===== src/rtl/intc64_pkg.sv =====
package intc64_pkg;
  localparam int NSRC   = 64;
  localparam int WORD_W = 32;
  localparam int SRC_W  = $clog2(NSRC);
  localparam int ADDR_W = 3;
  localparam int VEC_LSB = WORD_W - SRC_W;

  localparam logic [ADDR_W-1:0] A_EN_HI   = 3'd0;
  localparam logic [ADDR_W-1:0] A_EN_LO   = 3'd1;
  localparam logic [ADDR_W-1:0] A_STAT_HI = 3'd2;
  localparam logic [ADDR_W-1:0] A_STAT_LO = 3'd3;
  localparam logic [ADDR_W-1:0] A_SEL     = 3'd4;
  localparam logic [ADDR_W-1:0] A_VEC     = 3'd5;

  typedef enum logic [1:0] {KIND_INT, KIND_EXT, KIND_PORT} src_kind_e;

  // 1 = low word
  function automatic logic src_word(int s);
    return s[4];
  endfunction

  function automatic int src_bit(int s);
    if (s == 0)      return 0;
    else if (s < 16) return 16 - s;
    else if (s < 19) return 18 - s;
    else if (s < 31) return 33 - s;
    else if (s == 31) return 0;
    else if (s < 48) return 63 - s;
    else             return s - 32;
  endfunction

  function automatic src_kind_e src_kind(int s);
    if (s >= 19 && s <= 25) return KIND_EXT;
    else if (s >= 48)       return KIND_PORT;
    else                    return KIND_INT;
  endfunction

  function automatic int sel_bit(int s);
    if (src_kind(s) == KIND_EXT)       return 33 - s;
    else if (src_kind(s) == KIND_PORT) return s - 32;
    else                               return 0;
  endfunction

  function automatic logic [WORD_W-1:0] sel_impl_mask();
    logic [WORD_W-1:0] m;
    m = '0;
    for (int s = 0; s < NSRC; s++)
      if (src_kind(s) != KIND_INT) m[sel_bit(s)] = 1'b1;
    return m;
  endfunction
endpackage


===== src/rtl/intc64_capture.sv =====
module intc64_capture
  import intc64_pkg::*;
(
  input  logic              clk_i,
  input  logic              rst_ni,
  input  logic [NSRC-1:0]   src_n_i,
  input  logic [WORD_W-1:0] sel_i,
  input  logic [NSRC-1:0]   clr_i,
  output logic [NSRC-1:0]   pend_o,
  output logic [NSRC-1:0]   flag_o
);
  for (genvar s = 0; s < NSRC; s++) begin : g_src
    localparam src_kind_e KIND = src_kind(s);
    if (KIND == KIND_INT) begin : g_lvl
      assign pend_o[s] = ~src_n_i[s];
      assign flag_o[s] = 1'b0;
    end else begin : g_edge
      logic prev_q, flag_q, sel, fall, rise, hit;
      assign sel  = sel_i[sel_bit(s)];
      assign fall = prev_q & ~src_n_i[s];
      assign rise = ~prev_q & src_n_i[s];
      if (KIND == KIND_EXT) begin : g_ext
        assign hit       = sel & fall;
        assign pend_o[s] = sel ? flag_q : ~src_n_i[s];
      end else begin : g_port
        assign hit       = fall | (~sel & rise);
        assign pend_o[s] = flag_q;
      end
      always_ff @(posedge clk_i or negedge rst_ni) begin
        if (!rst_ni) begin
          prev_q <= 1'b1;
          flag_q <= 1'b0;
        end else begin
          prev_q <= src_n_i[s];
          if (hit)           flag_q <= 1'b1;   // capture beats acknowledge
          else if (clr_i[s]) flag_q <= 1'b0;
        end
      end
      assign flag_o[s] = flag_q;
    end
  end
endmodule


===== src/rtl/intc64_wordmap.sv =====
module intc64_wordmap
  import intc64_pkg::*;
(
  input  logic [NSRC-1:0]   pend_i,
  input  logic [WORD_W-1:0] en_hi_i,
  input  logic [WORD_W-1:0] en_lo_i,
  input  logic              ack_hi_i,
  input  logic              ack_lo_i,
  input  logic [WORD_W-1:0] ack_data_i,
  output logic [WORD_W-1:0] stat_hi_o,
  output logic [WORD_W-1:0] stat_lo_o,
  output logic [NSRC-1:0]   en_o,
  output logic [NSRC-1:0]   clr_o
);
  for (genvar s = 0; s < NSRC; s++) begin : g_map
    localparam int  BIT = src_bit(s);
    localparam logic LO = src_word(s);
    if (LO) begin : g_lo
      assign en_o[s]  = en_lo_i[BIT];
      assign clr_o[s] = ack_lo_i & ack_data_i[BIT];
    end else begin : g_hi
      assign en_o[s]  = en_hi_i[BIT];
      assign clr_o[s] = ack_hi_i & ack_data_i[BIT];
    end
  end

  always_comb begin
    stat_hi_o = '0;
    stat_lo_o = '0;
    for (int s = 0; s < NSRC; s++) begin
      if (src_word(s)) stat_lo_o[src_bit(s)] = stat_lo_o[src_bit(s)] | pend_i[s];
      else             stat_hi_o[src_bit(s)] = stat_hi_o[src_bit(s)] | pend_i[s];
    end
  end
endmodule


===== src/rtl/intc64_prio.sv =====
module intc64_prio
  import intc64_pkg::*;
(
  input  logic [NSRC-1:0]  req_i,
  output logic [SRC_W-1:0] vec_o,
  output logic             any_o
);
  // source 0 is reserved: vector 0 means idle
  always_comb begin
    vec_o = '0;
    for (int s = NSRC - 1; s >= 1; s--)
      if (req_i[s]) vec_o = SRC_W'(s);
  end
  assign any_o = |req_i[NSRC-1:1];
endmodule


===== src/rtl/intc64.sv =====
module intc64
  import intc64_pkg::*;
(
  input  logic              clk_i,
  input  logic              rst_ni,
  input  logic [NSRC-1:0]   src_n_i,
  input  logic              wr_i,
  input  logic [ADDR_W-1:0] addr_i,
  input  logic [WORD_W-1:0] wdata_i,
  output logic [WORD_W-1:0] rdata_o,
  output logic              irq_o
);
  localparam logic [WORD_W-1:0] SEL_IMPL = sel_impl_mask();

  logic [WORD_W-1:0] en_hi_q, en_lo_q, sel_q, stat_hi, stat_lo;
  logic [NSRC-1:0]   pend, en, clr, edge_flag;
  logic [SRC_W-1:0]  vec;

  always_ff @(posedge clk_i or negedge rst_ni) begin
    if (!rst_ni) begin
      en_hi_q <= '0;
      en_lo_q <= '0;
      sel_q   <= '0;
    end else if (wr_i) begin
      if (addr_i == A_EN_HI) en_hi_q <= wdata_i;
      if (addr_i == A_EN_LO) en_lo_q <= wdata_i;
      if (addr_i == A_SEL)   sel_q   <= wdata_i & SEL_IMPL;
    end
  end

  intc64_capture u_cap (
    .clk_i  (clk_i),
    .rst_ni (rst_ni),
    .src_n_i(src_n_i),
    .sel_i  (sel_q),
    .clr_i  (clr),
    .pend_o (pend),
    .flag_o (edge_flag)
  );

  intc64_wordmap u_map (
    .pend_i    (pend),
    .en_hi_i   (en_hi_q),
    .en_lo_i   (en_lo_q),
    .ack_hi_i  (wr_i && addr_i == A_STAT_HI),
    .ack_lo_i  (wr_i && addr_i == A_STAT_LO),
    .ack_data_i(wdata_i),
    .stat_hi_o (stat_hi),
    .stat_lo_o (stat_lo),
    .en_o      (en),
    .clr_o     (clr)
  );

  intc64_prio u_prio (
    .req_i(pend & en),
    .vec_o(vec),
    .any_o(irq_o)
  );

  always_comb begin
    case (addr_i)
      A_EN_HI:   rdata_o = en_hi_q;
      A_EN_LO:   rdata_o = en_lo_q;
      A_STAT_HI: rdata_o = stat_hi;
      A_STAT_LO: rdata_o = stat_lo;
      A_SEL:     rdata_o = sel_q;
      A_VEC:     rdata_o = {vec, {VEC_LSB{1'b0}}};
      default:   rdata_o = '0;
    endcase
  end
endmodule


===== config.mk =====
export PLATFORM = sky130hd
export DESIGN_NAME = intc64
export DESIGN_NICKNAME = d
export VERILOG_FILES = /design/src/rtl/intc64_pkg.sv /design/src/rtl/intc64_capture.sv /design/src/rtl/intc64_wordmap.sv /design/src/rtl/intc64_prio.sv /design/src/rtl/intc64.sv
export SDC_FILE = /design/constraint.sdc
export NUM_CORES = 1
export LEC_CHECK = 0
export BUFFER_PORTS_ARGS = -buffer_cell sky130_fd_sc_hd__buf_2
export CAP_MARGIN = 10
export CORE_MARGIN = 4
export CORE_UTILIZATION = 25
export DETAILED_ROUTE_END_ITERATION = 8
export GPL_ROUTABILITY_DRIVEN = 0
export SYNTH_ARGS = -nofsm -noshare
export SYNTH_HDL_FRONTEND = slang
export SYNTH_SLANG_ARGS = --single-unit

===== constraint.sdc =====
create_clock -name clk_i -period 2.6 [get_ports clk_i]
set_input_delay 0.52 -clock clk_i [delete_from_list [all_inputs] [get_ports clk_i]]
set_output_delay 0.52 -clock clk_i [all_outputs]
set_load 0.01 [all_outputs]

# Yosys cells after proc, flatten, opt, wreduce, memory -nomap -nowiden
# Cells that the tools add are included.
[totals]
ff_bits = 133
in_bits = 102
output_inout_bits = 33
wordCells = 399
[classes]
n_eq_ne = 5
n_mux = 117
bitwise_logic = 199
reduce_logical = 29
[ops]
columns = ["op", "count"]
rows = [
  ["$mux W6", 63],
  ["$pmux W32 S6", 1],
  ["$not A1 Y1", 96],
  ["$and A1 B1 Y1", 85],
  ["$and A64 B64 Y64", 1],
  ["$reduce_or A63 Y1", 1],
  ["$mux W1", 53],
  ["$reduce_bool A2 Y1", 23],
  ["$or A1 B1 Y1", 17],
  ["$eq A3 B2 Y1 const B", 2],
  ["$eq A3 B3 Y1 const B", 2],
  ["$reduce_and A2 Y1", 3],
  ["$eq A3 B1 Y1 const B", 1],
  ["$logic_not A3 Y1", 1],
  ["$logic_and A1 B1 Y1", 1],
]

# Longest topological paths before layout
[logic_depth]
word_depth = 67
mapped_depth = 9
depth_no_buf = 6

# Cells and area by module
# From an unflattened synthesis, not the netlist that was laid out.
[hier_totals]
cells_unflattened = 1015
hier_area_um2 = 9863.2
[by_module_without_submodules]
columns = ["module", "instances", "cells_each", "area_each_um2"]
rows = [
  ["intc64", 1, 399, 5063.6],
  ["intc64_capture", 1, 267, 2496.1],
  ["intc64_wordmap", 1, 199, 1435.1],
  ["intc64_prio", 1, 150, 868.3],
]

# Worst setup path before layout
# No wires, ideal clock.
[synth_timing]
path_kind = "input port to output port"
from = "input port src_n_i[29]"
to = "output port rdata_o[31]"
arrival_time_ns = 2.286
path_slack_ns = -0.206
path_stages = 6
path_buffers = 0
path_cell_list = "and2b_4 nor4_4 and4b_1 or4b_1 or3_1 o31ai_2"
[synth_between]
elab_chain_len = 32
[synth_rtl]
columns = ["element", "line", "source"]
rows = [
  ["start: declaration", "intc64.sv:6", "input logic [NSRC-1:0] src_n_i,"],
  ["$not A1 Y1", "intc64_capture.sv:15", "assign pend_o[s] = ~src_n_i[s];"],
  ["$and A64 B64 Y64", "intc64.sv:55", ".req_i(pend & en),"],
  ["$mux W6 (29 in series)", "intc64_prio.sv:12", "if (req_i[s]) vec_o = SRC_W'(s);"],
  ["$pmux W32 S6", "intc64.sv:61", "case (addr_i)"],
  ["end: declaration", "intc64.sv:10", "output logic [WORD_W-1:0] rdata_o,"],
]
# Every way passes these cells.

# Worst setup path in the final report
[layout_timing]
from = "register en_lo_q[0]"
to = "output port rdata_o[31]"
[layout_between]
elab_chain_len = 33
[layout_rtl]
columns = ["element", "line", "source"]
rows = [
  ["start: declaration", "intc64.sv:15", "logic [WORD_W-1:0] en_hi_q, en_lo_q, sel_q, stat_hi, stat_lo;"],
  ["start signal: assignment", "intc64.sv:26", "if (addr_i == A_EN_LO) en_lo_q <= wdata_i;"],
  ["$and A64 B64 Y64 *", "intc64.sv:55", ""],
  ["$mux W6 (13 in series)", "intc64_prio.sv:12", ""],
  ["$mux W6 * (18 in series)", "intc64_prio.sv:12", ""],
  ["$pmux W32 S6 *", "intc64.sv:61", ""],
]
# Every way passes the cells marked *; elsewhere a longest branch is shown, timed or not.

==> results.json <==
{
  "status": "complete, but fails checks",
  "failed_checks": "negative setup slack",
  "seq_area_um2": 3358,
  "avgRoutedWirePerCell_um": 18.31,
  "pin_count": 135,
  "ys_types": 61,
  "crit_type": "reg2out",
  "clk_pin_slew_ns": 0.06,
  "portBuffers": 134,
  "max_slew.worst_pin.slew_ns": 0.6313,
  "setup-violations-final": 7,
  "die_h_um": 180.7,
  "detail_route.vias_per_cell": 4.894,
  "drc": 0,
  "finalCritPeriodShare_pct": 128.1,
  "synthAdderAreaFrac_pct": 0,
  "rrSetupSlack_ns": 1.56,
  "syn_inst": 736,
  "drive_gt1_share_pct": 45.30,
  "yosys_warnings": 0,
  "multi_input_area_um2": 4178,
  "ys.flop_type": "dfrtp_1",
  "antenna_found_initial": 4,
  "leakage_nw": 4.508,
  "post-place-ws_ns": -0.5168,
  "insertion_delay_ns": 0.42,
  "h-tree-depth": 4,
  "root_buffer": "clkbuf_16",
  "num_vias": 6729,
  "hold_path.class": "in2reg",
  "slew_violations": 0,
  "cp_max_fo": 2,
  "ys_seq_area_share_pct": 45.05,
  "ant_nets": 0,
  "vdd_drop_max_mv": 0.4019,
  "grt_pass1_vias": 6659,
  "rr_worst_depth": 3,
  "p_per_area_nw_per_um2": 707.9,
  "yosys.area_share.simple_pct": 17.95,
  "first_iter_violations": 462,
  "endpoint_kind": "primary output",
  "finClkSkew_ns": 0.006769,
  "track_usage_pct": 15.18,
  "fin_nets": 1078,
  "synth_nets": 838,
  "synthArstFlopShare_pct": 100.0,
  "tritoncts_num_sinks": 133,
  "routed_wl_um": 25180,
  "synth-xor-area-share_pct": 0,
  "rsz0062_at_grt": "true",
  "crit_arrival_ns": 2.81,
  "r2r_start": "sel_q[12]$_DFFE_PN0P_",
  "globalRouteOverflowTotal": 0,
  "synth_common_cells": "dfrtp_1 (110), mux2_2 (76), nand2_1 (76)",
  "std_cell_rows": 62,
  "yosys.area.top_type_share_pct": 36.94,
  "area_growth_pct": 39.42,
  "hold_path_depth": 1,
  "finalWorstSetupSlack_ns": -0.7301,
  "power_mw": 7.355,
  "firstDrtPassIters": 5,
  "fmax_mhz": 300.3,
  "cts_tree": "done",
  "grt_pass1_wl_um": 38630,
  "syn_area_um2": 7452,
  "cts_buffers": 17,
  "max_cap_viol_count": 0,
  "die_width_um": 180.7,
  "hold_path_startpoint": "src_n_i[48]",
  "postSynthAreaPerCell_um2": 10.13,
  "hold_violations": 0,
  "fin_crit_ns": 3.330,
  "worstPathRequired_ns": 2.08,
  "start_util_pct": 25.62,
  "r2r-end": "sel_q[12]$_DFFE_PN0P_",
  "startpoint_type": "register",
  "grt_max_degree": 78,
  "synthTopCellsByArea": "dfrtp_1 (37%), mux2_2 (11%), dfstp_2 (8.1%)",
  "dp_hpwl_um": 19230,
  "nFillCells": 2929,
  "synth-edff-count": 0,
  "clock_path_buffers": 2,
  "yosysMostFrequentCell": "dfrtp_1",
  "design.core.area_um2": 29090,
  "synth_seq_cells": 133,
  "die_area_um2": 32630,
  "synth_compound_area_share_pct": 16.00,
  "synth_mux_area_share_pct": 17.98,
  "slew_headroom_pct": 57.83,
  "yosys.area.top_type": "dfrtp_1",
  "synth_top_family_by_area": "multiplexers",
  "hold_end": "u_cap.g_src[48].g_edge.prev_q$_DFF_PN1_"
}
cells by family after synthesis:
| family | after synthesis |
|---|---|
| simple gates | 265 |
| mux | 110 |
| buf+inv | 59 |
| compound gates | 169 |
| flops | 133 |
cell type report:
cell class              instances  share of cell area, %
multi-input cells             544                  40.21
clock inverters                11                  1.204
well taps                     384                  4.624
repair buffers                253                  16.18
flip-flops and latches        133                  32.32
inverters                      27                 0.9754
diodes                          2                0.04817
clock buffers                  21                  4.432
cell usage in the layout (no fill, tap or decap), types with 5 or more instances in the layout:
| master | synthesis | final |
|---|---|---|
| nor2b_1 | 35 | 33 |
| mux2i_1 | 18 | 18 |
| a221o_1 | 16 | 16 |
| o21ai_0 | 25 | 23 |
| o21ai_1 | 18 | 17 |
| buf_6 | 0 | 6 |
| mux4_2 | 11 | 11 |
| nand2b_4 | 0 | 7 |
| buf_2 | 3 | 132 |
| clkinvlp_4 | 0 | 5 |
| nand2b_1 | 41 | 34 |
| a211oi_1 | 10 | 8 |
| dfrtp_1 | 110 | 109 |
| clkbuf_16 | 0 | 17 |
| a31oi_1 | 8 | 8 |
| mux2_1 | 5 | 5 |
| mux2_2 | 76 | 76 |
| nand2_1 | 76 | 75 |
| a21oi_1 | 25 | 22 |
| nor2_1 | 58 | 57 |
| buf_4 | 0 | 107 |
| o211ai_1 | 8 | 8 |
| inv_1 | 26 | 26 |
| a22oi_2 | 0 | 5 |
| dfstp_2 | 23 | 23 |
| nand4_1 | 5 | 5 |
| buf_12 | 0 | 7 |
| nand3_1 | 21 | 16 |
| a32o_1 | 9 | 9 |
| a22o_1 | 9 | 9 |
where the power goes:
| part | internal [mW] | leakage (nW) | switching, mW |
|---|---|---|---|
| Combinational | 1.16 | 2.73 | 1.06 |
| Clock | 1.46 | 0.272 | 0.952 |
| Sequential | 2.44 | 1.50 | 0.281 |
| Total | 5.06 | 4.51 | 2.29 |
worst max path at each step:
stage               slack, ns  depth (start not counted)           to                    from
finish                  -0.73                          7  rdata_o[31]  en_lo_q[0]$_DFFE_PN0P_
global route            -0.79                          7  rdata_o[31]  en_lo_q[0]$_DFFE_PN0P_
CTS                     -0.70                          7  rdata_o[31]  en_lo_q[0]$_DFFE_PN0P_
detailed placement      -0.52                          8  rdata_o[31]             src_n_i[29]
global placement        -0.48                          8  rdata_o[31]             src_n_i[29]
floorplan               -0.08                          6  rdata_o[31]             src_n_i[29]
worst max-delay path: stages, from the launching register on:
cell     delay (ns)
dfrtp_1        0.37
nor2b_4        0.14
nor4_4         0.30
and4b_1        0.29
or4b_4         0.49
or3_4          0.36
o31ai_4        0.26
buf_2          0.19
repair_timing:
action | CTS | global route
gates cloned | 0 | 0
pin swaps | 18 | 13
endpoints found under the hold margin | 21 | 0
hold buffers | 1 | 0
setup endpoints to repair | 7 | 8
resized for setup | 46 | 12
buffers inserted | 14 | 4
flip-flops by register name, summed over array words and instances, names as in the netlist:
name	count
u_cap.g_src.g_edge.prev_q	23
u_cap.g_src.g_edge.flag_q	23
sel_q	23
en_lo_q	32
en_hi_q	32
routing by layer:
layer  wire (um)  track usage [%]
met1       11460            20.65
met2       12020            24.32
met3        1477            3.714
met4         196            3.932
met5          22                0
metrics by stage:
| stage | instances | util [%] | hold WS, ns | setup TNS (ns) | instance area [um^2] |
|---|---|---|---|---|---|
| 2_1_floorplan | 736 | - | 0.2244 | -0.1334 | 7471 |
| 3_3_place_gp | 1329 | 32.34 | 0.4186 | -1.648 | 9408 |
| 3_5_place_dp | 1329 | 32.34 | 0.4160 | -1.801 | 9408 |
| 4_1_cts | 1370 | 35.40 | 0.1879 | -2.724 | 10300 |
| 5_1_grt | 1375 | 35.72 | 0.1931 | -3.444 | 10390 |
| 6_report | 1375 | 35.72 | 0.2104 | -2.779 | 10390 |
Note: power is estimated with default switching activity, not from simulation.
